==> src/rtl/irq_cause_pkg.sv <==
package irq_cause_pkg;
  localparam int DATA_W     = 32;
  localparam int NUM_BANKS  = 3;
  localparam int BANK_SEL_W = 2;
  localparam int REG_SEL_W  = 3;
  localparam int ADDR_W     = BANK_SEL_W + REG_SEL_W;

  typedef enum logic [REG_SEL_W-1:0] {
    REG_CAUSE     = 3'd0,
    REG_MASK_SET  = 3'd1,
    REG_MASK_CLR  = 3'd2,
    REG_CAUSE_SET = 3'd3,
    REG_CLR_MODE  = 3'd4,
    REG_MASKED    = 3'd5,
    REG_MASK_VAL  = 3'd6
  } bank_reg_e;

  localparam logic [BANK_SEL_W-1:0] SUM_BANK     = 2'd3;
  localparam logic [REG_SEL_W-1:0]  SUM_REG_CAUSE = 3'd0;
  localparam logic [REG_SEL_W-1:0]  SUM_REG_MASK  = 3'd1;
endpackage

==> src/rtl/irq_cause_bank.sv <==
module irq_cause_bank
  import irq_cause_pkg::*;
#(
  parameter int DW = DATA_W
) (
  input  logic                 clk,
  input  logic                 rst_n,
  input  logic [DW-1:0]        evt_i,
  input  logic                 sel_i,
  input  logic                 wr_i,
  input  logic                 rd_i,
  input  logic [REG_SEL_W-1:0] reg_i,
  input  logic [DW-1:0]        wdata_i,
  output logic [DW-1:0]        rdata_o,
  output logic                 pend_o
);
  logic [DW-1:0] cause_q, cause_d;
  logic [DW-1:0] mask_q, mask_d;
  logic [DW-1:0] mode_q, mode_d;
  logic          wr_cause, wr_set, wr_mset, wr_mclr, wr_mode, rd_cause;
  logic          cause_en, mask_en;
  logic [DW-1:0] clr_vec, set_vec;

  assign wr_cause = sel_i && wr_i && (reg_i == REG_CAUSE);
  assign wr_set   = sel_i && wr_i && (reg_i == REG_CAUSE_SET);
  assign wr_mset  = sel_i && wr_i && (reg_i == REG_MASK_SET);
  assign wr_mclr  = sel_i && wr_i && (reg_i == REG_MASK_CLR);
  assign wr_mode  = sel_i && wr_i && (reg_i == REG_CLR_MODE);
  assign rd_cause = sel_i && rd_i && (reg_i == REG_CAUSE);

  // Clear sources: read clears only clear-on-read bits that are returned,
  // write clears only write-one-to-clear bits written with 1.
  always_comb begin
    clr_vec = '0;
    if (rd_cause) clr_vec = clr_vec | (cause_q & mode_q);
    if (wr_cause) clr_vec = clr_vec | (wdata_i & ~mode_q);
    set_vec = evt_i;
    if (wr_set) set_vec = set_vec | wdata_i;
  end

  // Set has priority over clear so no event is lost.
  always_comb begin
    cause_d  = (cause_q & ~clr_vec) | set_vec;
    cause_en = (cause_d != cause_q);
  end

  always_comb begin
    mask_d  = mask_q;
    mask_en = wr_mset || wr_mclr;
    if (wr_mset)      mask_d = mask_q | wdata_i;
    else if (wr_mclr) mask_d = mask_q & ~wdata_i;
  end

  assign mode_d = wdata_i;

  always_ff @(posedge clk or negedge rst_n) begin
    if (!rst_n) begin
      cause_q <= '0;
      mask_q  <= '1;
      mode_q  <= '0;
    end else begin
      if (cause_en) cause_q <= cause_d;
      if (mask_en)  mask_q  <= mask_d;
      if (wr_mode)  mode_q  <= mode_d;
    end
  end

  always_comb begin
    unique case (reg_i)
      REG_CAUSE:    rdata_o = cause_q;
      REG_CLR_MODE: rdata_o = mode_q;
      REG_MASKED:   rdata_o = cause_q & ~mask_q;
      REG_MASK_VAL: rdata_o = mask_q;
      default:      rdata_o = '0;
    endcase
  end

  assign pend_o = |(cause_q & ~mask_q);

  // every event bit is present in the cause register after the edge
  p_evt_captured_r1: assert property (@(posedge clk) disable iff (!rst_n)
    (evt_i != '0) |=> ((cause_q & $past(evt_i)) == $past(evt_i)));

  // bits written to mask-set are masked afterwards
  p_mask_set_r2: assert property (@(posedge clk) disable iff (!rst_n)
    wr_mset |=> ((mask_q & $past(wdata_i)) == $past(wdata_i)));

  // bits written to mask-clear are unmasked afterwards
  p_mask_clr_r2: assert property (@(posedge clk) disable iff (!rst_n)
    wr_mclr |=> ((mask_q & $past(wdata_i)) == '0));

  // a cause read leaves no returned clear-on-read bit that had no new event
  p_cor_clear_r5: assert property (@(posedge clk) disable iff (!rst_n)
    (rd_cause && !wr_set) |=> ((cause_q & $past(cause_q & mode_q & ~evt_i)) == '0));

  // write-one-to-clear bits survive a cause read
  p_w1c_kept_r4: assert property (@(posedge clk) disable iff (!rst_n)
    (rd_cause && !wr_i) |=> ((cause_q & $past(cause_q & ~mode_q)) == $past(cause_q & ~mode_q)));
endmodule

==> src/rtl/irq_summary.sv <==
module irq_summary
  import irq_cause_pkg::*;
#(
  parameter int NB = NUM_BANKS
) (
  input  logic                 clk,
  input  logic                 rst_n,
  input  logic [NB-1:0]        pend_i,
  input  logic                 sel_i,
  input  logic                 wr_i,
  input  logic                 rd_i,
  input  logic [REG_SEL_W-1:0] reg_i,
  input  logic [NB-1:0]        wdata_i,
  output logic [NB-1:0]        rdata_o,
  output logic                 irq_o
);
  logic [NB-1:0] sum_q, sum_d;
  logic [NB-1:0] smask_q;
  logic          rd_sum, wr_mask, sum_en;

  assign rd_sum  = sel_i && rd_i && (reg_i == SUM_REG_CAUSE);
  assign wr_mask = sel_i && wr_i && (reg_i == SUM_REG_MASK);

  always_comb begin
    sum_d  = pend_i | (rd_sum ? '0 : sum_q);
    sum_en = (sum_d != sum_q);
  end

  always_ff @(posedge clk or negedge rst_n) begin
    if (!rst_n) begin
      sum_q   <= '0;
      smask_q <= '1;
    end else begin
      if (sum_en)  sum_q   <= sum_d;
      if (wr_mask) smask_q <= wdata_i;
    end
  end

  always_comb begin
    if (reg_i == SUM_REG_CAUSE)     rdata_o = sum_q;
    else if (reg_i == SUM_REG_MASK) rdata_o = smask_q;
    else                            rdata_o = '0;
  end

  assign irq_o = |(sum_q & ~smask_q);

  // a pending bank shows in the summary at the next edge
  p_sum_follow_r7: assert property (@(posedge clk) disable iff (!rst_n)
    (pend_i != '0) |=> ((sum_q & $past(pend_i)) == $past(pend_i)));

  // without a read the summary bits never drop
  p_sum_sticky_r7: assert property (@(posedge clk) disable iff (!rst_n)
    !rd_sum |=> ((sum_q & $past(sum_q)) == $past(sum_q)));

  // an unmasked pending bank with unchanged mask raises the interrupt next cycle
  p_irq_level_r8: assert property (@(posedge clk) disable iff (!rst_n)
    ((pend_i & ~smask_q) != '0 && !wr_mask) |=> irq_o);
endmodule

==> src/rtl/irq_cause_ctrl.sv <==
module irq_cause_ctrl
  import irq_cause_pkg::*;
#(
  parameter int DW = DATA_W
) (
  input  logic              clk,
  input  logic              rst_n,
  input  logic              reg_wr,
  input  logic              reg_rd,
  input  logic [ADDR_W-1:0] reg_addr,
  input  logic [DW-1:0]     reg_wdata,
  output logic [DW-1:0]     rd_data,
  input  logic [DW-1:0]     rx_evt,
  input  logic [DW-1:0]     tx_evt,
  input  logic [DW-1:0]     misc_evt,
  output logic              irq_out
);
  localparam int NB = NUM_BANKS;

  logic [BANK_SEL_W-1:0]   bank_sel;
  logic [REG_SEL_W-1:0]    reg_sel;
  logic [NB-1:0][DW-1:0]   evt_bus;
  logic [NB-1:0][DW-1:0]   bank_rdata;
  logic [NB-1:0]           bank_pend;
  logic [NB-1:0]           sum_rdata;
  logic                    sum_sel;
  logic [DW-1:0]           rdata_d, rdata_q;

  assign bank_sel = reg_addr[ADDR_W-1:REG_SEL_W];
  assign reg_sel  = reg_addr[REG_SEL_W-1:0];
  assign evt_bus  = {misc_evt, tx_evt, rx_evt};
  assign sum_sel  = (bank_sel == SUM_BANK);

  for (genvar b = 0; b < NB; b++) begin : g_bank
    irq_cause_bank #(.DW(DW)) u_bank (
      .clk     (clk),
      .rst_n   (rst_n),
      .evt_i   (evt_bus[b]),
      .sel_i   (bank_sel == BANK_SEL_W'(b)),
      .wr_i    (reg_wr),
      .rd_i    (reg_rd),
      .reg_i   (reg_sel),
      .wdata_i (reg_wdata),
      .rdata_o (bank_rdata[b]),
      .pend_o  (bank_pend[b])
    );
  end

  irq_summary #(.NB(NB)) u_summary (
    .clk     (clk),
    .rst_n   (rst_n),
    .pend_i  (bank_pend),
    .sel_i   (sum_sel),
    .wr_i    (reg_wr),
    .rd_i    (reg_rd),
    .reg_i   (reg_sel),
    .wdata_i (reg_wdata[NB-1:0]),
    .rdata_o (sum_rdata),
    .irq_o   (irq_out)
  );

  always_comb begin
    rdata_d = '0;
    if (sum_sel) rdata_d = DW'(sum_rdata);
    else if (int'(bank_sel) < NB) rdata_d = bank_rdata[bank_sel];
  end

  always_ff @(posedge clk or negedge rst_n) begin
    if (!rst_n) rdata_q <= '0;
    else if (reg_rd) rdata_q <= rdata_d;
  end

  assign rd_data = rdata_q;

  // read data holds between reads
  p_rdata_hold_r10: assert property (@(posedge clk) disable iff (!rst_n)
    !reg_rd |=> $stable(rd_data));

  // interrupt output low while everything is masked out of reset
  p_irq_reset_r9: assert property (@(posedge clk)
    !rst_n |=> !irq_out);
endmodule

==> config.mk <==
export PLATFORM = sky130hd
export DESIGN_NAME = irq_cause_ctrl
export DESIGN_NICKNAME = d
export VERILOG_FILES = /design/src/rtl/irq_cause_pkg.sv /design/src/rtl/irq_cause_bank.sv /design/src/rtl/irq_summary.sv /design/src/rtl/irq_cause_ctrl.sv
export SDC_FILE = /design/constraint.sdc
export NUM_CORES = 1
export LEC_CHECK = 0
export ABC_CLOCK_PERIOD_IN_PS = 4700
export BUFFER_PORTS_ARGS = -buffer_cell sky130_fd_sc_hd__clkbuf_2
export CAP_MARGIN = 10
export CORE_UTILIZATION = 30
export CTS_CLUSTER_DIAMETER = 120
export DETAILED_ROUTE_END_ITERATION = 16
export GPL_TIMING_DRIVEN = 0
export SLEW_MARGIN = 20
export SYNTH_ARGS = -nofsm -noshare
export SYNTH_HDL_FRONTEND = slang
export SYNTH_SLANG_ARGS = --single-unit
==> constraint.sdc <==
create_clock -name clk -period 4.7 [get_ports clk]
set_clock_uncertainty 0.2 [all_clocks]
set_input_delay 0 -clock clk [delete_from_list [all_inputs] [get_ports clk]]
set_output_delay 0 -clock clk [all_outputs]
set_load 0.03 [all_outputs]
==> summary.txt <==
Outcome
  • Status: finished clean

Place
  • Placer Congestion: 1.01
  • Placed instance area: 20,500 um2
  • Post-DP HPWL: 65,500 um
  • Pre-CTS setup slack: 1.43 ns
  • Buffers on Ports: 167

Floorplanning
  • Full die area: 62,700 um2
  • Std-Cell Core Area: 60,700 um2
  • Placement row count: 90
  • Starting Density: 0.305
  • I/O pin total: 170
  • Die outline width: 250 um
  • Die H: 250 um

Setup path
  • CP required: 4.96 ns
  • CP endpoint kind: flop
  • Critical Path Source Type: input port
  • Crit path launch: reg_addr[4]
  • Crit-path max FO: 10
  • Minimum setup slack among reg-to-reg paths: 1.76 ns
  • Crit path DAT: 4.13 ns
  • R2r endpoint: u_summary.sum_q[0]$_DFFE_PN0P_
  • Worst r2r path cells: 4
  • WS Path Type: input port to flop

STA
  • Setup-failing EPs final: 0
  • Maximum achievable frequency: 0.258 GHz
  • Post-route setup TNS: 0 ns
  • Unrepaired setup endpoints after global routing: false
  • Fin crit share: 0.823
  • Final hold vios: 0
  • Setup ws final: 0.830 ns
  • Hold_ws: 0.0824 ns
  • Final min period: 3.87 ns
  • Slew HR: 0.107
  • Worst-Margin Slew: 1.31 ns
  • Slew Viols, Final: 0

Synthesis
  • YS warnings: 0
  • Sequential element share of the synthesized area: 0.447
  • Leading area contributor after synthesis: dfrtp_1
  • Top FF cell, synth: dfrtp_1
  • Flop and latch count out of synthesis: 326
  • Syn Area/Cell: 10.7 um2
  • Mapped Area: 18,500 um2
  • Most frequent cell after synthesis: dfrtp_1
  • Post-Syn Instances: 1,730
  • Post-synth EDFFs: 0
  • Commonest cells post-synth: dfrtp_1 (227), mux2_2 (169), nand2_1 (134), clkbuf_1 (110), nand2b_1 (109)
  • Top post-synthesis cells by area: dfrtp_1 (31%), dfstp_2 (14%), mux2_2 (10%)
  • Net count after synthesis: 1,867
  • Area share of the largest cell type after synthesis: 0.307
  • Async SR Flop Fraction: 1.00
  • Yosys cell types: 64

Cells and area
  • Layout cell share with drive strength beyond 1: 0.254
  • Fin nets: 2,368
  • Area Growth Syn to Fin: 33.6%
  • Post-Layout Inst Area: 24,700 um2

Route
  • Vias: 18,400
  • Residual DRC count: 0
  • Drt wl/cell: 30.8 um
  • DRT antenna net count: 0
  • Via density: 6.05
  • DR iter-0 viols: 2,325
  • WL final: 93,800 um
  • TritonRoute pass-1 iters: 5

Power
  • Power per cell area: 340 nW/um2
  • P_leak: 0.00961 uW
  • PnR Total Power: 8410 uW
  • Peak supply drop: 0.214 mV

Job
  • Max Cap Violations: 0

Clock network
  • CTS tree: yes
  • Max clock buf depth: 3
  • Clock root buffer: clkbuf_16
  • H-tree depth reported by CTS: 2
  • CTS-repair resized insts: 0
  • Worst-path clk slew: 0.06 ns
  • Worst-Skew Late Latency: 0.58 ns
  • CTS Buf Count: 41
  • Clock sink total: 326

GRT
  • Number of global-route vias before repair: 18,100
  • Largest net degree at the start of global routing: 87
  • Initial antenna violation count: 2
  • Grt ovf: 0
  • First-pass GRT wire length: 133,000 um
  • Overall routing resource usage: 0.295

Min path
  • Hold path start: reg_addr[2]
  • Worst hold stages: 5
  • Worst Hold Class: input port to flop
[worst max-delay path by stage]
| stage | end | slack [ns] | cells after the start |
|---|---|---|---|
| after global routing | g_bank[0].u_bank.cause_q[18]$_DFFE_PN0P_ | 0.76 | 9 |
| after global placement | g_bank[0].u_bank.cause_q[27]$_DFFE_PN0P_ | -3.98 | 1 |
| after detailed placement | g_bank[0].u_bank.cause_q[18]$_DFFE_PN0P_ | 1.43 | 7 |
| final | g_bank[0].u_bank.cause_q[18]$_DFFE_PN0P_ | 0.83 | 9 |
| after CTS | g_bank[0].u_bank.cause_q[18]$_DFFE_PN0P_ | 0.91 | 9 |
| after floorplan | g_bank[0].u_bank.cause_q[21]$_DFFE_PN0P_ | 2.79 | 8 |
[cell usage in the layout, fill, tap and decap left out, types with 11 or more instances in the layout]
master,n
dlygate4sd3_1,285
dfrtp_1,227
mux2_2,169
clkbuf_2,166
nand2_1,134
clkbuf_1,121
nand2b_1,109
a221o_1,108
nor2b_1,99
dfstp_2,99
a22oi_1,97
mux2i_1,66
a21oi_1,60
buf_2,46
o21ai_0,43
clkbuf_16,41
a22o_1,32
o221ai_1,28
a21boi_0,23
a211oi_1,20
nand4_1,19
inv_1,17
o32a_1,17
o211ai_1,17
mux2_1,12
a311o_1,12
nand4b_1,11
[kinds of logic after synthesis]
kind of cell	after synthesis	synth area share
AOI/OAI and AO/OA	523	0.223
xor gates and xnor gates	1	0.000473
buffers and inverters	188	0.0432
DFF	326	0.447
muxes	247	0.146
and+or+nand+nor	445	0.140
[per-layer routing]
layer	global-route usage	share of wire	up-vias	wire length, um
met5	0	0	-	0
met4	0.160	0.055	0	5190
met3	0.0626	0.096	260	9010
met2	0.450	0.44	1143	41400
met1	0.390	0.41	9379	38100
li1	-	-	7620	-
[worst max-delay path: stages]
cell	delay, ns
dlygate4sd3_1	0.54
clkbuf_1	0.25
or2_1	0.29
clkbuf_1	0.37
nor2_1	0.75
clkbuf_1	0.85
a21oi_1	0.19
a221o_1	0.33
dlygate4sd3_1	0.55
[metrics by stage]
step,util,std cells
after CTS,0.407,3042
after detailed placement,0.337,2684
after floorplan,-,1730
after global placement,0.335,2679
final,0.408,3044
after global routing,0.408,3043
[cell type report]
class | count | area [um2]
clock buffers | 59 | 1160
clock inverters | 13 | 221
diodes | 2 | 5.00
multi-input cells | 1216 | 9460
flip-flops and latches | 326 | 8280
repair buffers | 458 | 3830
well taps | 782 | 978
plain buffers | 170 | 733
inverters | 18 | 67.6
fillers | 5894 | 36000
[where the power goes]
group	total [uW]	leakage [uW]	internal [uW]	switching, uW
clock network	3380	0.000677	2040	1340
logic	1530	0.00537	670	859
registers	3500	0.00356	3180	315
total	8410	0.00961	5900	2510
[timing repair]
action,CTS,global route
hold endpoints to repair,570,0
buffers inserted,0,0
hold buffers,286,0
Power figures use the tool's default switching activity.
